$ cat src/rtl/tdl_pkg.sv
package tdl_pkg;

    // Phase of the tap-switch controller
    typedef enum logic [1:0] {
        SW_STEADY    = 2'd0,   // applied delay settled
        SW_WAIT_IDLE = 2'd1,   // request pending, waiting for a quiet line
        SW_SETTLE    = 2'd2    // tap moved, counting settle cycles
    } sw_state_e;

    // Number of bits needed to hold values 0..maxv
    function automatic int unsigned cnt_bits(input int unsigned maxv);
        return (maxv < 2) ? 1 : $clog2(maxv + 1);
    endfunction

    // Saturating increment for an idle counter
    function automatic int unsigned sat_inc(input int unsigned v, input int unsigned lim);
        return (v >= lim) ? lim : v + 1;
    endfunction

endpackage

$ cat src/rtl/tdl_tap_chain.sv
module tdl_tap_chain #(
    parameter int ADDR_W   = 8,
    parameter int INHERENT = 2
) (
    input  logic              clk,
    input  logic              rst,
    input  logic              din,
    input  logic [ADDR_W-1:0] sel,
    output logic              dout
);
    localparam int TAPS = 1 << ADDR_W;

    logic [INHERENT-1:0] pre_q;
    logic [TAPS-1:0]     tap_q;

    // Fixed offset stages ahead of the selectable chain
    generate
        for (genvar gp = 0; gp < INHERENT; gp++) begin : g_pre
            if (gp == 0) begin : g_first
                always_ff @(posedge clk) begin
                    if (rst) pre_q[0] <= 1'b0;
                    else     pre_q[0] <= din;
                end
            end else begin : g_next
                always_ff @(posedge clk) begin
                    if (rst) pre_q[gp] <= 1'b0;
                    else     pre_q[gp] <= pre_q[gp-1];
                end
            end
        end
    endgenerate

    // Selectable chain: tap k is one stage later than tap k-1
    always_ff @(posedge clk) begin
        if (rst) tap_q <= '0;
        else     tap_q <= {tap_q[TAPS-2:0], pre_q[INHERENT-1]};
    end

    assign dout = tap_q[sel];

    // the first selectable stage follows the offset pipeline by one cycle
    assert_first_tap_follows_R2: assert property (@(posedge clk) disable iff (rst)
        $past(!rst) |-> (tap_q[0] == $past(pre_q[INHERENT-1])));

endmodule

$ cat src/rtl/tdl_idle_watch.sv
module tdl_idle_watch #(
    parameter int LIMIT = 258
) (
    input  logic clk,
    input  logic rst,
    input  logic din,
    output logic idle_full
);
    import tdl_pkg::*;

    localparam int CW = cnt_bits(LIMIT);

    logic          last_q;
    logic [CW-1:0] idle_q;

    always_ff @(posedge clk) begin
        if (rst) begin
            last_q <= 1'b0;
            idle_q <= CW'(LIMIT);
        end else begin
            last_q <= din;
            if (din != last_q) idle_q <= '0;
            else               idle_q <= CW'(sat_inc(int'(idle_q), LIMIT));
        end
    end

    assign idle_full = (idle_q == CW'(LIMIT));

    // a non-zero idle count means the input did not move on the last edge
    assert_idle_means_quiet_R5: assert property (@(posedge clk) disable iff (rst)
        ($past(!rst) && idle_q != '0) |-> $stable(last_q));

endmodule

$ cat src/rtl/tdl_tap_switch.sv
module tdl_tap_switch #(
    parameter int ADDR_W = 8,
    parameter int SETTLE = 4
) (
    input  logic              clk,
    input  logic              rst,
    input  logic              addr_stb,
    input  logic [ADDR_W-1:0] addr_in,
    input  logic              idle_full,
    output logic [ADDR_W-1:0] cur_addr,
    output logic              dly_valid
);
    import tdl_pkg::*;

    localparam int SCW = cnt_bits(SETTLE);

    sw_state_e         state_q;
    logic [ADDR_W-1:0] pend_q;
    logic [ADDR_W-1:0] cur_q;
    logic [SCW-1:0]    scnt_q;

    always_ff @(posedge clk) begin
        if (rst) begin
            state_q <= SW_STEADY;
            pend_q  <= '0;
            cur_q   <= '0;
            scnt_q  <= '0;
        end else if (addr_stb) begin
            // newest request always wins and restarts the wait
            pend_q  <= addr_in;
            state_q <= SW_WAIT_IDLE;
        end else begin
            unique case (state_q)
                SW_WAIT_IDLE: begin
                    if (idle_full) begin
                        cur_q   <= pend_q;
                        scnt_q  <= SCW'(1);
                        state_q <= SW_SETTLE;
                    end
                end
                SW_SETTLE: begin
                    if (scnt_q == SCW'(SETTLE)) state_q <= SW_STEADY;
                    else                        scnt_q  <= scnt_q + SCW'(1);
                end
                default: ;
            endcase
        end
    end

    assign cur_addr  = cur_q;
    assign dly_valid = (state_q == SW_STEADY);

    // a sampled request drops the valid flag on the next cycle
    assert_stb_drops_valid_R7: assert property (@(posedge clk) disable iff (rst)
        addr_stb |=> !dly_valid);

    // valid only returns from the settle phase
    assert_valid_after_settle_R9: assert property (@(posedge clk) disable iff (rst)
        $rose(dly_valid) |-> ($past(state_q) == SW_SETTLE && $past(!addr_stb)));

endmodule

$ cat src/rtl/tdl_delay_line.sv
module tdl_delay_line #(
    parameter int ADDR_W   = 8,
    parameter int INHERENT = 2,
    parameter int SETTLE   = 4
) (
    input  logic              clk,
    input  logic              rst,
    input  logic              din,
    input  logic [ADDR_W-1:0] addr_in,
    input  logic              addr_stb,
    output logic              dout,
    output logic              dly_valid
);
    localparam int TAPS       = 1 << ADDR_W;
    localparam int IDLE_LIMIT = TAPS + INHERENT;

    logic              idle_full;
    logic [ADDR_W-1:0] cur_addr;

    tdl_tap_chain #(.ADDR_W(ADDR_W), .INHERENT(INHERENT)) u_chain (
        .clk  (clk),
        .rst  (rst),
        .din  (din),
        .sel  (cur_addr),
        .dout (dout)
    );

    tdl_idle_watch #(.LIMIT(IDLE_LIMIT)) u_idle (
        .clk       (clk),
        .rst       (rst),
        .din       (din),
        .idle_full (idle_full)
    );

    tdl_tap_switch #(.ADDR_W(ADDR_W), .SETTLE(SETTLE)) u_switch (
        .clk       (clk),
        .rst       (rst),
        .addr_stb  (addr_stb),
        .addr_in   (addr_in),
        .idle_full (idle_full),
        .cur_addr  (cur_addr),
        .dly_valid (dly_valid)
    );

    // the tap only moves after a fully quiet line
    assert_switch_when_idle_R5: assert property (@(posedge clk) disable iff (rst)
        (cur_addr != $past(cur_addr)) |-> $past(idle_full));

    // no output transition on the switch edge
    assert_no_glitch_on_switch_R6: assert property (@(posedge clk) disable iff (rst)
        (cur_addr != $past(cur_addr)) |-> (dout == $past(dout)));

endmodule

$ cat config.mk
export PLATFORM = sky130hd
export DESIGN_NAME = tdl_delay_line
export DESIGN_NICKNAME = d
export VERILOG_FILES = /design/src/rtl/tdl_pkg.sv /design/src/rtl/tdl_tap_chain.sv /design/src/rtl/tdl_idle_watch.sv /design/src/rtl/tdl_tap_switch.sv /design/src/rtl/tdl_delay_line.sv
export SDC_FILE = /design/constraint.sdc
export NUM_CORES = 1
export LEC_CHECK = 0
export ABC_AREA = 1
export BUFFER_PORTS_ARGS = -buffer_cell sky130_fd_sc_hd__buf_2
export CAP_MARGIN = 30
export CORE_UTILIZATION = 30
export DETAILED_ROUTE_END_ITERATION = 8
export HOLD_SLACK_MARGIN = 0.08
export SETUP_SLACK_MARGIN = 0.5
export SLEW_MARGIN = 20
export SYNTH_ARGS = -nofsm -noshare
export SYNTH_HDL_FRONTEND = slang
export SYNTH_SLANG_ARGS = --single-unit
$ cat constraint.sdc
create_clock -name clk -period 4.6 [get_ports clk]
set_input_delay 0.23 -clock clk [delete_from_list [all_inputs] [get_ports clk]]
set_output_delay 0.23 -clock clk [all_outputs]
set_load 0.1 [all_outputs]
; After elaboration in Yosys (flattened, before gate mapping)
; Index checks and enable logic that the tools add are counted.
[op_classes]
addsub = 2
n_lt_le_gt_ge = 2
eq_ne = 10
mux = 11
n_bitwise = 1
n_reduce_logical = 9
[ops]
columns = cell, count
row1 = $mux 9, 2
row2 = $add 9x1->9 const B, 1
row3 = $eq 9x9->1 const B, 1
row4 = $ge 9x9->1 const B, 1
row5 = $lt 8x9->1 const B, 1
row6 = $reduce_and 3->1, 3
row7 = $bmux 1 s8, 1
row8 = $mux 3, 2
row9 = $pmux 3 s2, 1
row10 = $mux 2, 2
row11 = $ne 2x2->1 const B, 2
row12 = $pmux 2 s2, 1
row13 = $reduce_and 4->1, 1
row14 = $add 3x1->3 const B, 1
row15 = $eq 3x3->1 const B, 1
row16 = $ne 3x2->1 const B, 1
row17 = $ne 3x3->1 const B, 1
row18 = $reduce_bool 3->1, 1
row19 = $reduce_or 3->1, 1
row20 = $eq 2x1->1 const B, 1
row21 = $eq 2x2->1 const B, 1
row22 = $logic_not 2->1, 1
row23 = $mux 1, 2
row24 = $ne 2x1->1 const B, 1
row25 = 4 further kinds, 4
[totals]
register_bits = 288
input_bits = 12
output_inout_bits = 2
wordCells = 45

; Logic depth before layout (Yosys ltp)
; Gate-level depths: netlist of run 1.
[depth]
depth_word = 4
mapped_depth = 13
depth_no_buf = 11

; By module
; From an unflattened synthesis of run 1, not the netlist that was laid out.
[unflattened]
cells_unflattened = 1541
hier_area_um2 = 11098.1
[by_module_without_submodules]
columns = module, n_inst, cells_per_inst, area_per_inst_um2, seq_area_each_um2
row1 = tdl_tap_chain, 1, 1363, 9698.1, 5165.0
row2 = tdl_tap_switch, 1, 110, 878.3, 420.4
row3 = tdl_idle_watch, 1, 68, 521.8, 200.2

; Worst setup path before layout of run 1
; OpenSTA, ideal clock, no wires.
[synth_path]
path_kind = register -> output
start = register u_switch.cur_q[1] (netlist: u_switch.cur_addr[1])
end = output port dout
arrival_time_ns = 1.954
t_required_ns = 4.370
path_slack_ns = 2.416
stages_incl_launch_ff = 14
n_path_buf = 2
cell_sequence = dfxtp_1 > buf_2 > inv_2 > clkbuf_1 > a21oi_1 > o21ai_0 > nand3_1 > nand3_1 > nand3_1 > nand2_1 > nand2_1 > nand3_1 > nand3_1 > nand2_1
[synth_between]
elab_chain_cells = 2
[synth_lines]
columns = element, line_no
row1 = start: declaration, tdl_tap_switch.sv:19  ; logic [ADDR_W-1:0] cur_q;
row2 = start signal: assignment, tdl_tap_switch.sv:36  ; cur_q <= pend_q;
row3 = $bmux 1 s8, tdl_tap_chain.sv:39  ; assign dout = tap_q[sel];
row4 = $mux 1 (implied by the code), tdl_tap_chain.sv:39
row5 = end: declaration, tdl_delay_line.sv:11  ; output logic dout,
; No other way between the ends. The select of a mux whose other input is x is not followed.

; Worst setup path after layout of run 1
[layout_path]
start = register u_switch.cur_q[0] (netlist: u_switch.cur_addr[0])
end = output port dout
; Same word-level chain as after synthesis.

==> results.ini, run 1 <==
[outcome]
status=finished clean

[detailed_routing]
vias_per_cell=4.346
ant_nets=0
wl_per_cell_um=11.50
wl_um=22780
first_pass_iters=4
drc_errors=0
drtIter0Drc=498
num_vias=8614

[hold_path]
min_path_type=input pin to flip-flop

[power_and_ir_drop]
power.total_w=0.005356
power_frac_seq=0.472
ir_drop_v=0.0002947
p_comb_frac=0.055
cellLeakagePower_nw=4.606
intPower_w=0.004158
power_frac_clock=0.474
switching_share=0.2237
p_sw_w=0.001198
powerDensity_nw_per_um2=426.1

[critical_path]
reg2reg_setup_slack_ps=2790
arrival_ps=3310
ff2ff_path_depth=7
worstReg2RegStart=u_idle.idle_q[3]$_SDFF_PP0_
cp-start-kind=flip-flop
setup.worst_path.start=u_switch.cur_addr[0]$_SDFFE_PP0P_
r2r_end=u_switch.cur_addr[0]$_SDFFE_PP0P_
cp_max_fo=70
critPathRequiredTime_ps=4370
cp_cell_sequence=buf_4 -> a21oi_1 -> o21ai_0 -> nand3_1 -> nand3_1 -> nand3_1 -> nand2_1 -> nand2_1 -> nand3_1 -> nand3_1 -> nand2_1 -> buf_2
cpPeakStageDelay_ps=670
worst_path_most_repeated_cell=nand3_1
end_kind=primary output
crit_end=dout
path_class=flip-flop to primary output
slowest_stage=buf_4

[clock_tree]
cts.path.max_buffers=3
cts_made_buffers=30
cts.repair.resized=0
cts_root_buf=clkbuf_16
cts.clk_slew.worst_paths_ps=60
cts.sinks=288
cts_max_level=1
post_cts_buffers=0
tritoncts=yes
clock_latency_ps=540

[floorplanning]
core_um2=35830
die_h_um=193.3
ios=14
die-area_um2=37370
initial_utilization=0.3065
rows=69
die_w_um=193.3

[timing]
finClkSkew_ps=6.532
setup_viol=0
slew_viol_final=0
worst_hold_slack_ps=108.2
fin_crit_ps=3543
tightest_slew_ps=893.3
min_period_over_period=0.7703
hold_viol_final=0
tns_ps=0
maxSlewHeadroom=0.4008
rsz0062_at_grt=no
max_freq_ghz=0.2822

[placement]
gp_congestion=0.7500
place_hpwl_um=12800
io_buffers=13
dp_cells=1916
placed_area_um2=11380

[finish]
drive_above_1_share=0.06312
area_growth_syn_to_layout_pct=14.47
diodes=0
mostFrequentLayoutCells=294 x nor2_1, 286 x dfxtp_1, 275 x inv_1, 249 x nand2_1, 230 x nand3_1
final_area_um2=12570
fin_cells=1982
final_common_cell=nor2_1
final_nets=1513

[synth]
yosys.area_share.xor_xnor=0.002393
ys_seq_area_frac=0.5251
netlist_area_um2=10980
yosys.area_share.simple=0.2993
ys_top_cells_by_area=dfxtp_1 53%, nand3_1 10%, nor2_1 10%, inv_1 9.4%, nand2_1 8.5%
synth_area_leader_cell=dfxtp_1
synth_cell_types=29
synth_area_per_cell_um2=7.248
synth_compound_area_frac=0.03726
yosys_register_bits=288
synth_mux_area_frac=0
synth_top_area_frac=0.5251
syn_inst=1515
synth_nets=1531
synthAdderAreaFrac=0.004558
synth_top_family_by_area=simple AND/OR/NAND/NOR gates
synth_warnings=0

[grt]
grt_antenna_before_repair=0
grt_pass1_vias=8260
grtUsageTotal=0.1211
grt_pass1_wl_um=38830
grt_overflow=0
grt_max_degree=102

[flow_run]
maxCapViolCount=0

cells in the mapped netlist (all sizes together):
| library cell | instances |
|---|---|
| nor3 | 5 |
| nor3b | 2 |
| nor2 | 294 |
| clkinv | 3 |
| ha | 4 |
| buf | 47 |
| inv | 277 |
| nor4 | 2 |
| clkbuf | 38 |
| a2111oi | 1 |
| a21oi | 27 |
| o21ai | 30 |
| xor2 | 2 |
| a211oi | 10 |
| nand4 | 1 |
| dfxtp | 288 |
| xnor2 | 1 |
| or2 | 2 |
| nand2 | 250 |
| nand3 | 231 |
registers in the layout, summed over array words and instances, names as in the netlist:
signal             cells
u_switch.cur_addr      8
u_idle.last_q          1
u_switch.state_q       2
u_chain.pre_q          1
u_switch.scnt_q        3
u_switch.pend_q        8
u_chain.tap_q        256
u_idle.idle_q          9
area by class of cell:
cell class | instances | area (µm²)
Sequential cell | 288 | 5771
Inverter | 280 | 1052
Fill cell | 3740 | 23260
Multi-Input combinational cell | 862 | 3772
Clock buffer | 45 | 938.4
Clock inverter | 11 | 132.6
Timing Repair Buffer | 35 | 326.6
Tap cell | 461 | 576.8
stage by stage:
stage	util	setup WS, ps
after floorplan	-	2416
after global placement	0.3163	1552
after detailed placement	0.3177	1571
after CTS	0.3501	984.7
after global routing	0.3508	760.2
final	0.3508	1057
repair_timing:
action / in CTS / in global routing
hold buffers: 9 / 0
endpoints found under the hold margin: 11 / 0
setup endpoints to repair: 0 / 0
worst min-delay path by stage:
stage                                startpoint                               to  slack, ps  depth (start not counted)
global route                           addr_stb  u_switch.pend_q[5]$_SDFFE_PP0P_        120                          3
floorplan                                   din         u_idle.last_q$_SDFF_PP0_        340                          2
finish                                 addr_stb  u_switch.pend_q[4]$_SDFFE_PP0P_        110                          3
global placement    u_chain.pre_q[1]$_SDFF_PP0_      u_chain.tap_q[0]$_SDFF_PP0_        390                          2
CTS                                    addr_stb  u_switch.pend_q[4]$_SDFFE_PP0P_         90                          3
detailed placement  u_chain.pre_q[1]$_SDFF_PP0_      u_chain.tap_q[0]$_SDFF_PP0_        400                          2
cell families after synthesis:
logic type      after synthesis
fa+ha+maj                     4
flops                       288
xor+xnor                      3
compound gates               68
buf+inv                     365
simple gates                787
worst max-delay path: cells and delay by family, from the launching register on:
family                 cells  cell delay, ps
AND/OR/NAND/NOR            8             790
flip-flops                 1             580
buffers and inverters      2            1120
AO/OA/AOI/OAI              2             250
routing by layer:
metal | up-vias | share of wire | track usage
met1 | 3936 | 0.49 | 0.1586
met4 | 0 | 0.018 | 0.03022
met5 | - | 0 | 0
li1 | 4525 | - | -
met2 | 117 | 0.45 | 0.2076
met3 | 36 | 0.038 | 0.01865
power by group through the flow:
stage	sequential [W]	clock (W)	combinational, W
2_1_floorplan	0.00257	0	0.000219
3_3_place_gp	0.00258	0	0.000280
3_5_place_dp	0.00258	0	0.000286
4_1_cts	0.00253	0.00259	0.000293
5_1_grt	0.00253	0.00270	0.000324
6_report	0.00253	0.00254	0.000292
(Power assumes the default switching activity.)
==> run 2, diff against run 1 <==
==> constraint.sdc (replaced) <==
create_clock -name clk -period 3.65 [get_ports clk]
set_input_delay 0.1825 -clock clk [delete_from_list [all_inputs] [get_ports clk]]
set_output_delay 0.1825 -clock clk [all_outputs]
set_load 0.1 [all_outputs]
==> run 2 against run 1 <==
- sequential share of layout area fell by 0.52 points
- total power grew 26%
- utilization increased by 0.41 points
- sequential cell count is the same
- highest routed layer unchanged
- combinational power up 35%
- via count increased by 1.1%
- clock power grew 26%
- clock skew grew 4.9 ps
- critical path depth increased by 1
- final area up 1.2%
==> results.ini, run 2 (same netlist as run 1, synthesis figures left out) <==
[timing]
setup_viol=0
min_period_over_period=0.7888
slew_viol_final=0
max_freq_ghz=0.3473
tightest_slew_ps=906.1
finalWorstSetupSlack_ps=770.9
hold_viol_final=0
rsz0062_at_grt=no
finClkSkew_ps=11.41
maxSlewHeadroom=0.3959
tns_ps=0
fin_crit_ps=2879

[grt]
use_met3=0.01865
grt_busiest_layer=met2
grt.met1_usage=0.1576
grt_antenna_before_repair=0
grt_overflow=0
grt_max_degree=139
grt_pass1_wl_um=39240
grt_pass1_vias=8457
grtUsageTotal=0.1228
gr-usage-met2=0.2139

[clock_tree]
cts.sinks=288
cts_made_buffers=31
cts.path.max_buffers=3
clock_latency_ps=550
cts_max_level=1
tritoncts=yes
cts.clk_slew.worst_paths_ps=60
cts_root_buf=clkbuf_16

[critical_path]
critPathRequiredTime_ps=3470
path_class=flip-flop to primary output
end_kind=primary output
r2r_end=u_switch.cur_addr[5]$_SDFFE_PP0P_
reg2reg_setup_slack_ps=1820
crit_end=dout
worstReg2RegStart=u_idle.idle_q[3]$_SDFF_PP0_
cp_max_fo=32
cp-start-kind=flip-flop
arrival_ps=2700
ff2ff_path_depth=7
setup.worst_path.start=u_switch.cur_addr[1]$_SDFFE_PP0P_

[power_and_ir_drop]
p_comb_frac=0.058
power.total_w=0.006763
power_frac_clock=0.472
power_frac_seq=0.470
switching_share=0.2287
ir_drop_v=0.0003213
p_sw_w=0.001547
cellLeakagePower_nw=4.672
powerDensity_nw_per_um2=531.9
intPower_w=0.005216

[finish]
mostFrequentLayoutCells=294 x nor2_1, 286 x dfxtp_1, 275 x inv_1, 249 x nand2_1, 230 x nand3_1
final_common_cell=nor2_1
final_nets=1527
largest_register_ffs=256
top_register=u_chain.tap_q
area_growth_syn_to_layout_pct=15.79
diodes=0
final_core_util=0.3549
drive_above_1_share=0.06450
reg_top3=u_chain.tap_q x256, u_idle.idle_q x9
final_area_um2=12710

[floorplanning]
die-area_um2=37370
core_um2=35830
ios=14
die_h_um=193.3
die_w_um=193.3
initial_utilization=0.3065
rows=69

[flow_run]
maxCapViolCount=0

[placement]
io_buffers=13
preCtsSetupSlack_ps=1006
gp_congestion=0.7424
placed_area_um2=11420
place_hpwl_um=12340

[detailed_routing]
drtIter0Drc=597
ant_nets=0
num_vias=8709
drc_errors=0
first_pass_iters=5
wl_um=23100
wl_per_cell_um=11.57
vias_per_cell=4.363

[hold_path]
min_path_type=input pin to flip-flop

[outcome]
status=finished clean

-- run 2: area by class of cell --
class / count / area, µm²
clock inverters: 13 / 152.6
inverters: 280 / 1052
fillers: 3669 / 23110
repair buffers: 48 / 484.2
well taps: 461 / 576.8
flip-flops and latches: 288 / 5771
clock buffers: 44 / 905.9
multi-input cells: 862 / 3772
-- run 2: worst min path at each step --
stage | startpoint | to | slack (ps) | cells past startpoint
floorplan | din | u_idle.last_q$_SDFF_PP0_ | 290 | 2
global placement | u_chain.pre_q[1]$_SDFF_PP0_ | u_chain.tap_q[0]$_SDFF_PP0_ | 390 | 2
detailed placement | u_chain.pre_q[1]$_SDFF_PP0_ | u_chain.tap_q[0]$_SDFF_PP0_ | 400 | 2
CTS | addr_stb | u_switch.state_q[0]$_SDFFE_PP0P_ | 100 | 3
global route | addr_stb | u_switch.state_q[0]$_SDFFE_PP0P_ | 160 | 3
finish | addr_stb | u_switch.state_q[0]$_SDFFE_PP0P_ | 130 | 3
-- run 2: stage by stage --
step	hold slack, ps	cells
global route	162.6	1996
finish	129.3	1996
global placement	389.3	1919
CTS	100.2	1993
floorplan	289.5	1515
detailed placement	396.8	1919
-- run 2: per-layer routing --
metal | vias up | routed length [µm]
met1 | 3963 | 11140
met5 | - | 0
met4 | 0 | 565
met2 | 145 | 10410
met3 | 44 | 990
li1 | 4557 | -
-- run 2: power by group through the flow --
| stage | Clock (W) | Combinational (W) | Sequential, W |
|---|---|---|---|
| after CTS | 0.00327 | 0.000385 | 0.00318 |
| after floorplan | 0 | 0.000276 | 0.00324 |
| after global routing | 0.00339 | 0.000436 | 0.00318 |
| final | 0.00319 | 0.000394 | 0.00318 |
| after detailed placement | 0 | 0.000367 | 0.00325 |
| after global placement | 0 | 0.000364 | 0.00325 |
-- run 2: critical path, stage by stage (launching register included) --
cell and delay [ps]:
dfxtp_2 330, inv_2 390, buf_12 280, a21oi_1 60, o21ai_0 70, nand3_1 100, nand3_1 70, nand3_1 70
nand2_1 130, nand2_1 60, nand3_1 60, nand3_1 60, nand2_1 130, buf_4 310
-- run 2: what timing repair did --
| item | in CTS | in global routing |
|---|---|---|
| resized for setup | 1 | 2 |
| setup endpoints to repair | 1 | 1 |
| setup buffers | 0 | 2 |
| hold endpoints to repair | 11 | 0 |
| cloned | 0 | 1 |
| hold buffers | 17 | 0 |
